$ cat src/rtl/gpio4_pkg.sv
package gpio4_pkg;
  typedef enum logic [1:0] {
    OFS_DATA = 2'd0,
    OFS_DIR  = 2'd1,
    OFS_CTRL = 2'd2,
    OFS_RSVD = 2'd3
  } gpio_ofs_e;
endpackage

$ cat src/rtl/gpio4_wr_decode.sv
module gpio4_wr_decode #(
  parameter int PIN_W = 4,
  parameter int BUS_W = 32
) (
  input  logic             wr_en_i,
  input  logic             wide_i,
  input  logic [1:0]       addr_i,
  input  logic [BUS_W-1:0] wdata_i,
  output logic             data_we_o,
  output logic [PIN_W-1:0] data_val_o,
  output logic             dir_we_o,
  output logic [PIN_W-1:0] dir_val_o,
  output logic             ctrl_we_o,
  output logic             ctrl_val_o
);
  import gpio4_pkg::*;
  localparam int HI_LSB = BUS_W / 2;

  logic [PIN_W-1:0] lo_f, hi_f;
  logic             unused_bits;
  assign lo_f = wdata_i[PIN_W-1:0];
  assign hi_f = wdata_i[HI_LSB+PIN_W-1:HI_LSB];
  assign unused_bits = ^{wdata_i[BUS_W-1:HI_LSB+PIN_W], wdata_i[HI_LSB-1:PIN_W]};

  always_comb begin
    data_we_o  = 1'b0;
    dir_we_o   = 1'b0;
    ctrl_we_o  = 1'b0;
    data_val_o = lo_f;
    dir_val_o  = lo_f;
    ctrl_val_o = wdata_i[0];
    if (wr_en_i) begin
      unique case (gpio_ofs_e'(addr_i))
        OFS_DATA: begin
          data_we_o = 1'b1;
          if (wide_i) begin
            dir_we_o  = 1'b1;
            dir_val_o = hi_f;
          end
        end
        OFS_DIR: begin
          dir_we_o = 1'b1;
          if (wide_i) begin
            ctrl_we_o  = 1'b1;
            ctrl_val_o = wdata_i[HI_LSB];
          end
        end
        OFS_CTRL: ctrl_we_o = !wide_i;
        OFS_RSVD: ;
      endcase
    end
  end
endmodule

$ cat src/rtl/gpio4_dev_link.sv
module gpio4_dev_link #(
  parameter int PIN_W      = 4,
  parameter bit HAS_DEVICE = 1'b1
) (
  input  logic [PIN_W-1:0] masked_i,
  input  logic [PIN_W-1:0] dev_ret_i,
  output logic [PIN_W-1:0] store_o
);
  generate
    if (HAS_DEVICE) begin : g_dev
      assign store_o = dev_ret_i;
    end else begin : g_nodev
      logic unused_ret;
      assign unused_ret = ^dev_ret_i;
      assign store_o    = masked_i;
    end
  endgenerate
endmodule

$ cat src/rtl/gpio4_rd_mux.sv
module gpio4_rd_mux #(
  parameter int PIN_W = 4
) (
  input  logic [1:0]       addr_i,
  input  logic [PIN_W-1:0] data_i,
  input  logic [PIN_W-1:0] dir_i,
  input  logic             ctrl_i,
  output logic [PIN_W-1:0] rdata_o
);
  import gpio4_pkg::*;
  always_comb begin
    rdata_o = '0;
    if (ctrl_i) begin
      unique case (gpio_ofs_e'(addr_i))
        OFS_DATA: rdata_o = data_i & ~dir_i;
        OFS_DIR:  rdata_o = dir_i;
        OFS_CTRL: rdata_o = {{(PIN_W-1){1'b0}}, ctrl_i};
        OFS_RSVD: rdata_o = '0;
      endcase
    end
  end
endmodule

$ cat src/rtl/gpio4_port.sv
module gpio4_port #(
  parameter int PIN_W      = 4,
  parameter int BUS_W      = 32,
  parameter bit HAS_DEVICE = 1'b1
) (
  input  logic             clk_i,
  input  logic             rst_ni,
  input  logic             wr_en_i,
  input  logic             wide_i,
  input  logic [1:0]       addr_i,
  input  logic [BUS_W-1:0] wdata_i,
  output logic [PIN_W-1:0] rdata_o,
  output logic [PIN_W-1:0] pins_o,
  output logic             dev_strobe_o,
  input  logic [PIN_W-1:0] dev_ret_i
);
  logic [PIN_W-1:0] data_q, dir_q;
  logic             ctrl_q;
  logic             data_we, dir_we, ctrl_we, ctrl_val;
  logic [PIN_W-1:0] data_val, dir_val, masked, store_val;

  gpio4_wr_decode #(.PIN_W(PIN_W), .BUS_W(BUS_W)) u_dec (
    .wr_en_i   (wr_en_i),
    .wide_i    (wide_i),
    .addr_i    (addr_i),
    .wdata_i   (wdata_i),
    .data_we_o (data_we),
    .data_val_o(data_val),
    .dir_we_o  (dir_we),
    .dir_val_o (dir_val),
    .ctrl_we_o (ctrl_we),
    .ctrl_val_o(ctrl_val)
  );

  // mask uses direction before this edge
  assign masked       = data_val & dir_q;
  assign dev_strobe_o = data_we;
  assign pins_o       = data_we ? masked : data_q;

  gpio4_dev_link #(.PIN_W(PIN_W), .HAS_DEVICE(HAS_DEVICE)) u_link (
    .masked_i (masked),
    .dev_ret_i(dev_ret_i),
    .store_o  (store_val)
  );

  always_ff @(posedge clk_i or negedge rst_ni) begin
    if (!rst_ni) begin
      data_q <= '0;
      dir_q  <= '1;
      ctrl_q <= 1'b0;
    end else begin
      if (data_we) data_q <= store_val;
      if (dir_we)  dir_q  <= dir_val;
      if (ctrl_we) ctrl_q <= ctrl_val;
    end
  end

  gpio4_rd_mux #(.PIN_W(PIN_W)) u_rd (
    .addr_i (addr_i),
    .data_i (data_q),
    .dir_i  (dir_q),
    .ctrl_i (ctrl_q),
    .rdata_o(rdata_o)
  );
endmodule

$ cat config.mk
export PLATFORM = sky130hd
export DESIGN_NAME = gpio4_port
export DESIGN_NICKNAME = d
export VERILOG_FILES = /design/src/rtl/gpio4_pkg.sv /design/src/rtl/gpio4_wr_decode.sv /design/src/rtl/gpio4_dev_link.sv /design/src/rtl/gpio4_rd_mux.sv /design/src/rtl/gpio4_port.sv
export SDC_FILE = /design/constraint.sdc
export NUM_CORES = 1
export LEC_CHECK = 0
export BUFFER_PORTS_ARGS = -buffer_cell sky130_fd_sc_hd__buf_2
export CORE_ASPECT_RATIO = 1.25
export CORE_UTILIZATION = 33
export DETAILED_ROUTE_END_ITERATION = 8
export GPL_TIMING_DRIVEN = 1
export PLACE_DENSITY = 0.73
export SLEW_MARGIN = 10
export SYNTH_ARGS = -nofsm -noshare
export SYNTH_HDL_FRONTEND = slang
export SYNTH_SLANG_ARGS = --single-unit
$ cat constraint.sdc
create_clock -name clk_i -period 1.21 [get_ports clk_i]
set_input_delay 0.242 -clock clk_i [delete_from_list [all_inputs] [get_ports clk_i]]
set_output_delay 0.242 -clock clk_i [all_outputs]
set_load 0.05 [all_outputs]
Word-level counts from Yosys, hierarchy flattened
Cells that the tools add are included.
{"block": "totals", "register_bits": 9, "in_bits": 42, "output_inout_bits": 9}
{"block": "op_classes", "n_eq_ne": 3, "muxes": 16, "bitwise_logic": 3, "n_reduce_logical": 2}
{"cell": "4-bit 2-to-1 mux", "count": 5}
{"cell": "4-bit case mux with 4 select lines", "count": 1}
{"cell": "4-bit AND", "count": 2}
{"cell": "1-bit 2-to-1 mux", "count": 8}
{"cell": "2-bit == test, second input constant", "count": 2}
{"cell": "4-bit NOT", "count": 1}
{"cell": "1-bit case mux with 2 select lines", "count": 2}
{"cell": "2-bit by 1-bit == test with 1-bit output, second input constant", "count": 1}
{"cell": "2-bit zero test", "count": 1}
{"cell": "1-bit zero test", "count": 1}

Depth between registers and ports, before layout
Gate-level depths: netlist of run 1.
{"block": "logic_depth", "word_depth": 4, "ltp_mapped": 5}

By module
A second synthesis of run 1 with hierarchy kept.
{"block": "unflattened", "cells_unflattened": 80, "area_unflattened_um2": 720.7}
{"mod": "gpio4_port", "n_inst": 1, "cells_each": 39, "area_each_um2": 427.9, "seq_area_each_um2": 230.2}
{"mod": "gpio4_wr_decode", "n_inst": 1, "cells_each": 18, "area_each_um2": 167.7, "seq_area_each_um2": 0.0}
{"mod": "gpio4_rd_mux", "n_inst": 1, "cells_each": 19, "area_each_um2": 95.1, "seq_area_each_um2": 0.0}
{"mod": "gpio4_dev_link", "n_inst": 1, "cells_each": 4, "area_each_um2": 30.0, "seq_area_each_um2": 0.0}

Worst setup path before layout of run 1
OpenSTA, ideal clock, no wires.
{"block": "synth_path", "kind": "input to output", "startpoint": "in addr_i[0]", "endpoint": "out rdata_o[2]", "arrival_time_ps": 1419, "setup_slack_ps": -451, "stages": 5, "path_buffers": 2, "cell_sequence": "buf_6 -> buf_2 -> nor2_1 -> nand2_1 -> a21oi_1"}
{"block": "synth_between", "elab_chain_len": 3, "elab_cells_between_ends": 6}
{"element": "start: declaration", "line_no": "gpio4_port.sv:10", "source": "input logic [1:0] addr_i,"}
{"element": "2-bit == test (tied with other cells)", "line_no": "gpio4_rd_mux.sv:14", "source": "unique case (gpio_ofs_e'(addr_i))"}
{"element": "4-bit case mux with 4 select lines (*)", "line_no": "gpio4_rd_mux.sv:14"}
{"element": "4-bit 2-to-1 mux (*)", "line_no": "gpio4_rd_mux.sv:13", "source": "if (ctrl_i) begin"}
{"element": "end: declaration", "line_no": "gpio4_port.sv:12", "source": "output logic [PIN_W-1:0] rdata_o,"}
Every way passes the cells marked *; elsewhere a longest branch is shown, timed or not.

Worst setup path after layout of run 1
{"block": "layout_path", "startpoint": "reg dir_q[0]", "endpoint": "out rdata_o[0]"}
{"block": "layout_between", "elab_chain_len": 4}
{"element": "start: declaration", "line_no": "gpio4_port.sv:17", "source": "logic [PIN_W-1:0] data_q, dir_q;"}
{"element": "start signal: assignment", "line_no": "gpio4_port.sv:53", "source": "if (dir_we) dir_q <= dir_val;"}
{"element": "4-bit NOT", "line_no": "gpio4_rd_mux.sv:15", "source": "OFS_DATA: rdata_o = data_i & ~dir_i;"}
{"element": "4-bit AND", "line_no": "gpio4_rd_mux.sv:15"}
{"element": "4-bit case mux with 4 select lines (*)", "line_no": "gpio4_rd_mux.sv:14"}
{"element": "4-bit 2-to-1 mux (*)", "line_no": "gpio4_rd_mux.sv:13"}
Marked as above.

==> flow_summary.ini, run 1 <==
[power_and_ir_drop]
p_total_mw = 1.33
p_int_uw = 801
ir_drop_mv = 0.686
p_comb_share_pct = 49.1
power_density_nw_per_um2 = 1140
clkPwrFrac_pct = 18.1
p_leak_nw = 0.501
power_frac_seq_pct = 32.8
switching_share_pct = 39.9
p_switching_uw = 532

[cells_and_area]
n_fill_cell = 150
num-nets-final = 161
final_layout_size_suffix_gt1_share_pct = 62.7
area_delta_synth_final_pct = 91.6
layout_common_cells = 15 x buf_2, 13 x buf_4, 12 x nand2_1, 7 x buf_6, 6 x nand2_2
diodes = 0
regArea_sq_um = 230
final_common_cell = buf_2
multi_input_area_sq_um = 529
fin_cells = 137

[floorplanning]
fp.dieH_um = 50.1
die-area_sq_um = 2030
start_util_pct = 35.0
num_rows = 17
ios = 51
core_area_sq_um = 1740
die_x_um = 40.5

[logic_synthesis]
async_flop_share_pct = 100
yosys_most_used_dff = dfrtp_1
syn_inst = 76
synth_warnings = 0
ys_seq_area_share_pct = 37.7
ys_ff_latch = 9
synth.avg_cell_area_sq_um = 8.03
synth-edff-count = 0
syn-num-nets = 118
synth_area_sq_um = 611
yosys.cell_types.count = 26

[place]
io_buffers = 26
dp_hpwl_um = 1380
gp_congestion = 0.892
dp.cells = 131

[setup_path]
worst_setup_path_start_kind = flop
crit_path_end_kind = primary output
crit_chain = nor2b_2 > o21ai_2 > a21oi_4 > buf_6
critical-path-top-delay-family = flip-flops
cp_num_buf_inv = 1
crit_path_max_fanout = 4
worstSetupPathType = flop to primary output
critPathMaxStageDelay_ns = 0.57
crit_required_ns = 0.97
cpMaxStageDelayCell = dfstp_2
worstPathArrival_ns = 1.29

[grt]
grt_pass1_wl_um = 2900
grt_pass1_vias = 700
grt.total_usage_pct = 21.4
grt-ovfl-total = 0
grt_start_max_net_pins = 18
antenna_found_initial = 0

[sta]
worst_slew_pin_slew_ns = 0.362
setup_slack_ns = -0.326
min_period_ns = 1.54
hold_viol = 0
grt_setup_unrepaired = yes
setup_violations = 9
post-route-period-util_pct = 127
skew_ns = 0
timing.slew.headroom_pct = 75.9
holdWs_ns = 0.170
maxSlewViolCount = 0
max_freq_mhz = 651

[drt]
routedWlPerCell_um = 13.8
viasPerCell = 5.30
first_pass_iters = 4
dr.first_iter.drc_count = 14
antenna_left = 0
num_vias = 726
remaining_drc_errors = 0
wirelength_um = 1890

[clock_network]
cts.sinks = 9
root_buffer = clkbuf_4
clockBufferDepth = 2
htree_levels = 1
cts_made_buffers = 3
clk_latency_ns = 0.26
clk_pin_slew_ns = 0.06
cts_tree = yes

[job]
maxCapViolations = 0

[outcome]
outcome = finished with violations
violations = negative setup slack

[worst_hold_path]
hp-class = input port to flop
## through the flow
| stage | utilization, % | instance area, sq um | setup slack [ns] | setup TNS [ns] |
|---|---|---|---|---|
| floorplan | - | 782 | -0.149 | -0.774 |
| global placement | 57.8 | 1010 | -0.332 | -2.69 |
| detailed placement | 57.8 | 1010 | -0.358 | -2.89 |
| CTS | 66.1 | 1150 | -0.328 | -2.37 |
| global route | 67.1 | 1170 | -0.365 | -2.69 |
| finish | 67.1 | 1170 | -0.326 | -2.35 |
## layer usage
layer	track usage, %	part of all wire, %
met5	0	0
met4	6.11	0.74
met3	9.01	4.9
met2	36.2	56
met1	22.8	38
## power by group through the flow
stage | Sequential, mW | Combinational, mW | Clock (mW)
2_1_floorplan | 0.427 | 0.381 | 0
3_3_place_gp | 0.432 | 0.548 | 0
3_5_place_dp | 0.431 | 0.557 | 0
4_1_cts | 0.432 | 0.644 | 0.253
5_1_grt | 0.444 | 0.695 | 0.267
6_report | 0.437 | 0.655 | 0.241
## state kept, by name, indices dropped and copies added (netlist names)
register  cells
ctrl_q        1
data_q        4
dir_q         4
## worst min-delay path: cells and delay by family
kind / cells / cell delay [ns]
buffers and inverters: 1 / 0.08
AND/OR/NAND/NOR: 2 / 0.09
## path summary, 6_finish.rpt
kind / startpoint / end / slack, ns / cells past startpoint
min in group asynchronous: rst_ni / data_q[2]$_DFFE_PN0P_ / 0.36 / 2
max in group asynchronous: rst_ni / dir_q[2]$_DFFE_PN1P_ / 0.60 / 2
min: dev_ret_i[2] / data_q[2]$_DFFE_PN0P_ / 0.17 / 3
min reg2reg: dir_q[0]$_DFFE_PN1P_ / dir_q[0]$_DFFE_PN1P_ / 0.52 / 1
max: dir_q[0]$_DFFE_PN1P_ / rdata_o[0] / -0.33 / 4
max reg2reg: dir_q[2]$_DFFE_PN1P_ / dir_q[2]$_DFFE_PN1P_ / 0.12 / 4
## Yosys cell counts, types with 2 or more instances
cell	number	share of area [%]
nand2_1	22	14
o21ai_0	2	1.6
nand3_1	4	3.3
dfrtp_1	5	20
a221o_1	2	3.3
and2b_2	2	2.9
nand4b_1	2	2.9
nand2b_1	4	4.1
nor2_1	4	2.5
dfstp_2	4	17
a22oi_1	2	2.5
o2bb2ai_1	2	2.9
inv_1	2	1.2
a21oi_1	6	4.9
buf_2	2	1.6
## layout make-up
type / instances / share of cell area (%)
sequential: 9 / 19.7
multi-input combinational: 61 / 45.2
inverter: 3 / 2.03
tap: 19 / 2.03
clock buffer: 4 / 2.25
timing repair buffer: 41 / 28.8
## kinds of logic (layout without fill, tap and decap cells)
| group | Yosys count | count (layout) | synth area share (%) |
|---|---|---|---|
| AOI/OAI and AO/OA | 18 | 18 | 19.9 |
| and+or+nand+nor | 43 | 43 | 36.3 |
| DFF | 9 | 9 | 37.7 |
| buffers and inverters | 6 | 48 | 6.15 |
## what timing repair did
| action | 4_1_cts | 5_1_grt |
|---|---|---|
| hold endpoints to repair | 5 | 0 |
| setup buffers | 0 | 1 |
| pin swaps | 9 | 5 |
| gates resized for setup | 32 | 4 |
| hold buffers | 1 | 0 |
| setup endpoints to repair | 9 | 9 |
Note: power is estimated with default switching activity, not from simulation.
==> inputs of run 2 (changes only) <==
CELL_PAD_IN_SITES_DETAIL_PLACEMENT = 1   (was not set)
CELL_PAD_IN_SITES_GLOBAL_PLACEMENT = 1   (was not set)
CORE_UTILIZATION = 22   (was 33)
HOLD_SLACK_MARGIN = 0.15   (was not set)
PLACE_DENSITY = not set   (was 0.73)
PLACE_DENSITY_LB_ADDON = 0.1   (was not set)
REMOVE_ABC_BUFFERS = 1   (was not set)
==> run 2 against run 1 <==
Compared with the run above: the run still ends with negative setup slack left; first-iteration DRC count is 50% lower; setup slack improved by 0.052 ns; clock-buffer cell count stayed put; flip-flop and latch count stayed put; power fell by 7.9%; fmax is 3.5% higher.
==> flow_summary.ini, run 2 (same netlist as run 1, synthesis figures left out) <==
[drt]
dr.first_iter.drc_count = 7
viasPerCell = 4.59
num_vias = 721
routedWlPerCell_um = 13.2
antenna_left = 0
wirelength_um = 2070
first_pass_iters = 4
remaining_drc_errors = 0

[clock_network]
cts.sinks = 9
cts_tree = yes
clk_latency_ns = 0.26
root_buffer = clkbuf_4
clockBufferDepth = 2
htree_levels = 1
cts_made_buffers = 3
clk_pin_slew_ns = 0.07

[power_and_ir_drop]
ir_drop_mv = 0.498
power_density_nw_per_um2 = 1140
p_leak_nw = 0.505
p_total_mw = 1.23

[worst_hold_path]
hp-start = dev_ret_i[0]
whs_endpoint = data_q[0]$_DFFE_PN0P_
worstHoldPathCells = 3
hp-class = input port to flop

[grt]
grt-ovfl-total = 0
grt.total_usage_pct = 15.3
antenna_found_initial = 0
grt_pass1_vias = 769
grt_start_max_net_pins = 18
grt_pass1_wl_um = 3370

[sta]
post-route-period-util_pct = 123
hold_viol = 0
grt_setup_unrepaired = yes
max_freq_mhz = 674
skew_ns = 0
min_period_ns = 1.48
worst_slew_pin_slew_ns = 0.266
tns_ns = -2.08
timing.slew.headroom_pct = 82.3
setup_slack_ns = -0.273
setup_violations = 9
maxSlewViolCount = 0

[floorplanning]
ios = 51
die_x_um = 49.1
die-area_sq_um = 2990
num_rows = 21
core_area_sq_um = 2650
fp.dieH_um = 60.9
start_util_pct = 23.0

[place]
place_area_sq_um = 875
dp.cells = 148
io_buffers = 26
dp_hpwl_um = 1530
place_ws_ns = -0.343
gp_congestion = 0.724

[setup_path]
worstSetupPathType = flop to primary output
worstPathArrival_ns = 1.24
ff2ff_setup_slack_ns = 0.14
crit_path_end_kind = primary output
worst_setup_path_start_kind = flop
crit_path_max_fanout = 3
crit_required_ns = 0.97
reg2reg_depth = 4
r2r-start = dir_q[2]$_DFFE_PN1P_
r2r-end = dir_q[2]$_DFFE_PN1P_

[cells_and_area]
final_layout_size_suffix_gt1_share_pct = 56.9
diodes = 0
num-nets-final = 166
biggestRegsByFlops = data_q x4, dir_q x4, ctrl_q x1
fin_cells = 157
final_area_sq_um = 1070
final_common_cell = buf_4
layout_common_cells = 19 x buf_4, 16 x nand2_1, 15 x buf_2, 7 x buf_6, 6 x nand2_2
area_delta_synth_final_pct = 75.8

[outcome]
outcome = finished with violations
violations = negative setup slack

[job]
maxCapViolations = 0
run 2: through the flow:
step                utilization (%)  hold slack [ns]
global route                   40.5            0.198
CTS                            37.5            0.168
floorplan                         -          -0.0536
finish                         40.5            0.171
global placement               33.0            0.121
detailed placement             33.0            0.115
run 2: worst max-delay path: stages (launching register included):
cell,delay [ns]
dfstp_2,0.54
nand3b_1,0.08
a21oi_1,0.15
buf_4,0.21
run 2: report_power, final:
group          total (mW)  leakage (nW)  internal (mW)  switching (mW)
Sequential          0.421         0.104          0.374          0.0474
Combinational       0.565         0.386          0.263           0.303
Clock               0.242        0.0150          0.127           0.115
Total                1.23         0.505          0.764           0.465
run 2: worst max path at each step:
stage | startpoint | slack, ns | end | cells after the start
2_1_floorplan | dir_q[0]$_DFFE_PN1P_ | -0.42 | rdata_o[0] | 2
3_3_place_gp | addr_i[0] | -0.33 | pins_o[3] | 6
3_5_place_dp | addr_i[0] | -0.34 | pins_o[0] | 6
4_1_cts | dir_q[1]$_DFFE_PN1P_ | -0.28 | rdata_o[1] | 3
5_1_grt | dir_q[0]$_DFFE_PN1P_ | -0.36 | rdata_o[0] | 4
6_report | dir_q[0]$_DFFE_PN1P_ | -0.27 | rdata_o[0] | 3
run 2: cell type report:
class / instances / area [sq um]
clock buffers: 4 / 26.3
fillers: 338 / 1580
inverters: 3 / 18.8
multi-input cells: 61 / 389
flip-flops and latches: 9 / 230
well taps: 34 / 42.5
repair buffers: 46 / 367
run 2: per-layer routing:
layer,GRT usage (%),wire length (um),vias up
li1,-,-,361
met4,8.82,20,0
met2,27.8,1130,17
met3,1.50,64,2
met5,0,0,-
met1,17.7,856,341
run 2: what timing repair did:
item                                   4_1_cts  5_1_grt
gates resized for setup                     18       21
setup endpoints to repair                    9        9
endpoints found under the hold margin        9        0
buffers inserted                             4        0
hold buffers                                 1        0
pin swaps                                    9        9
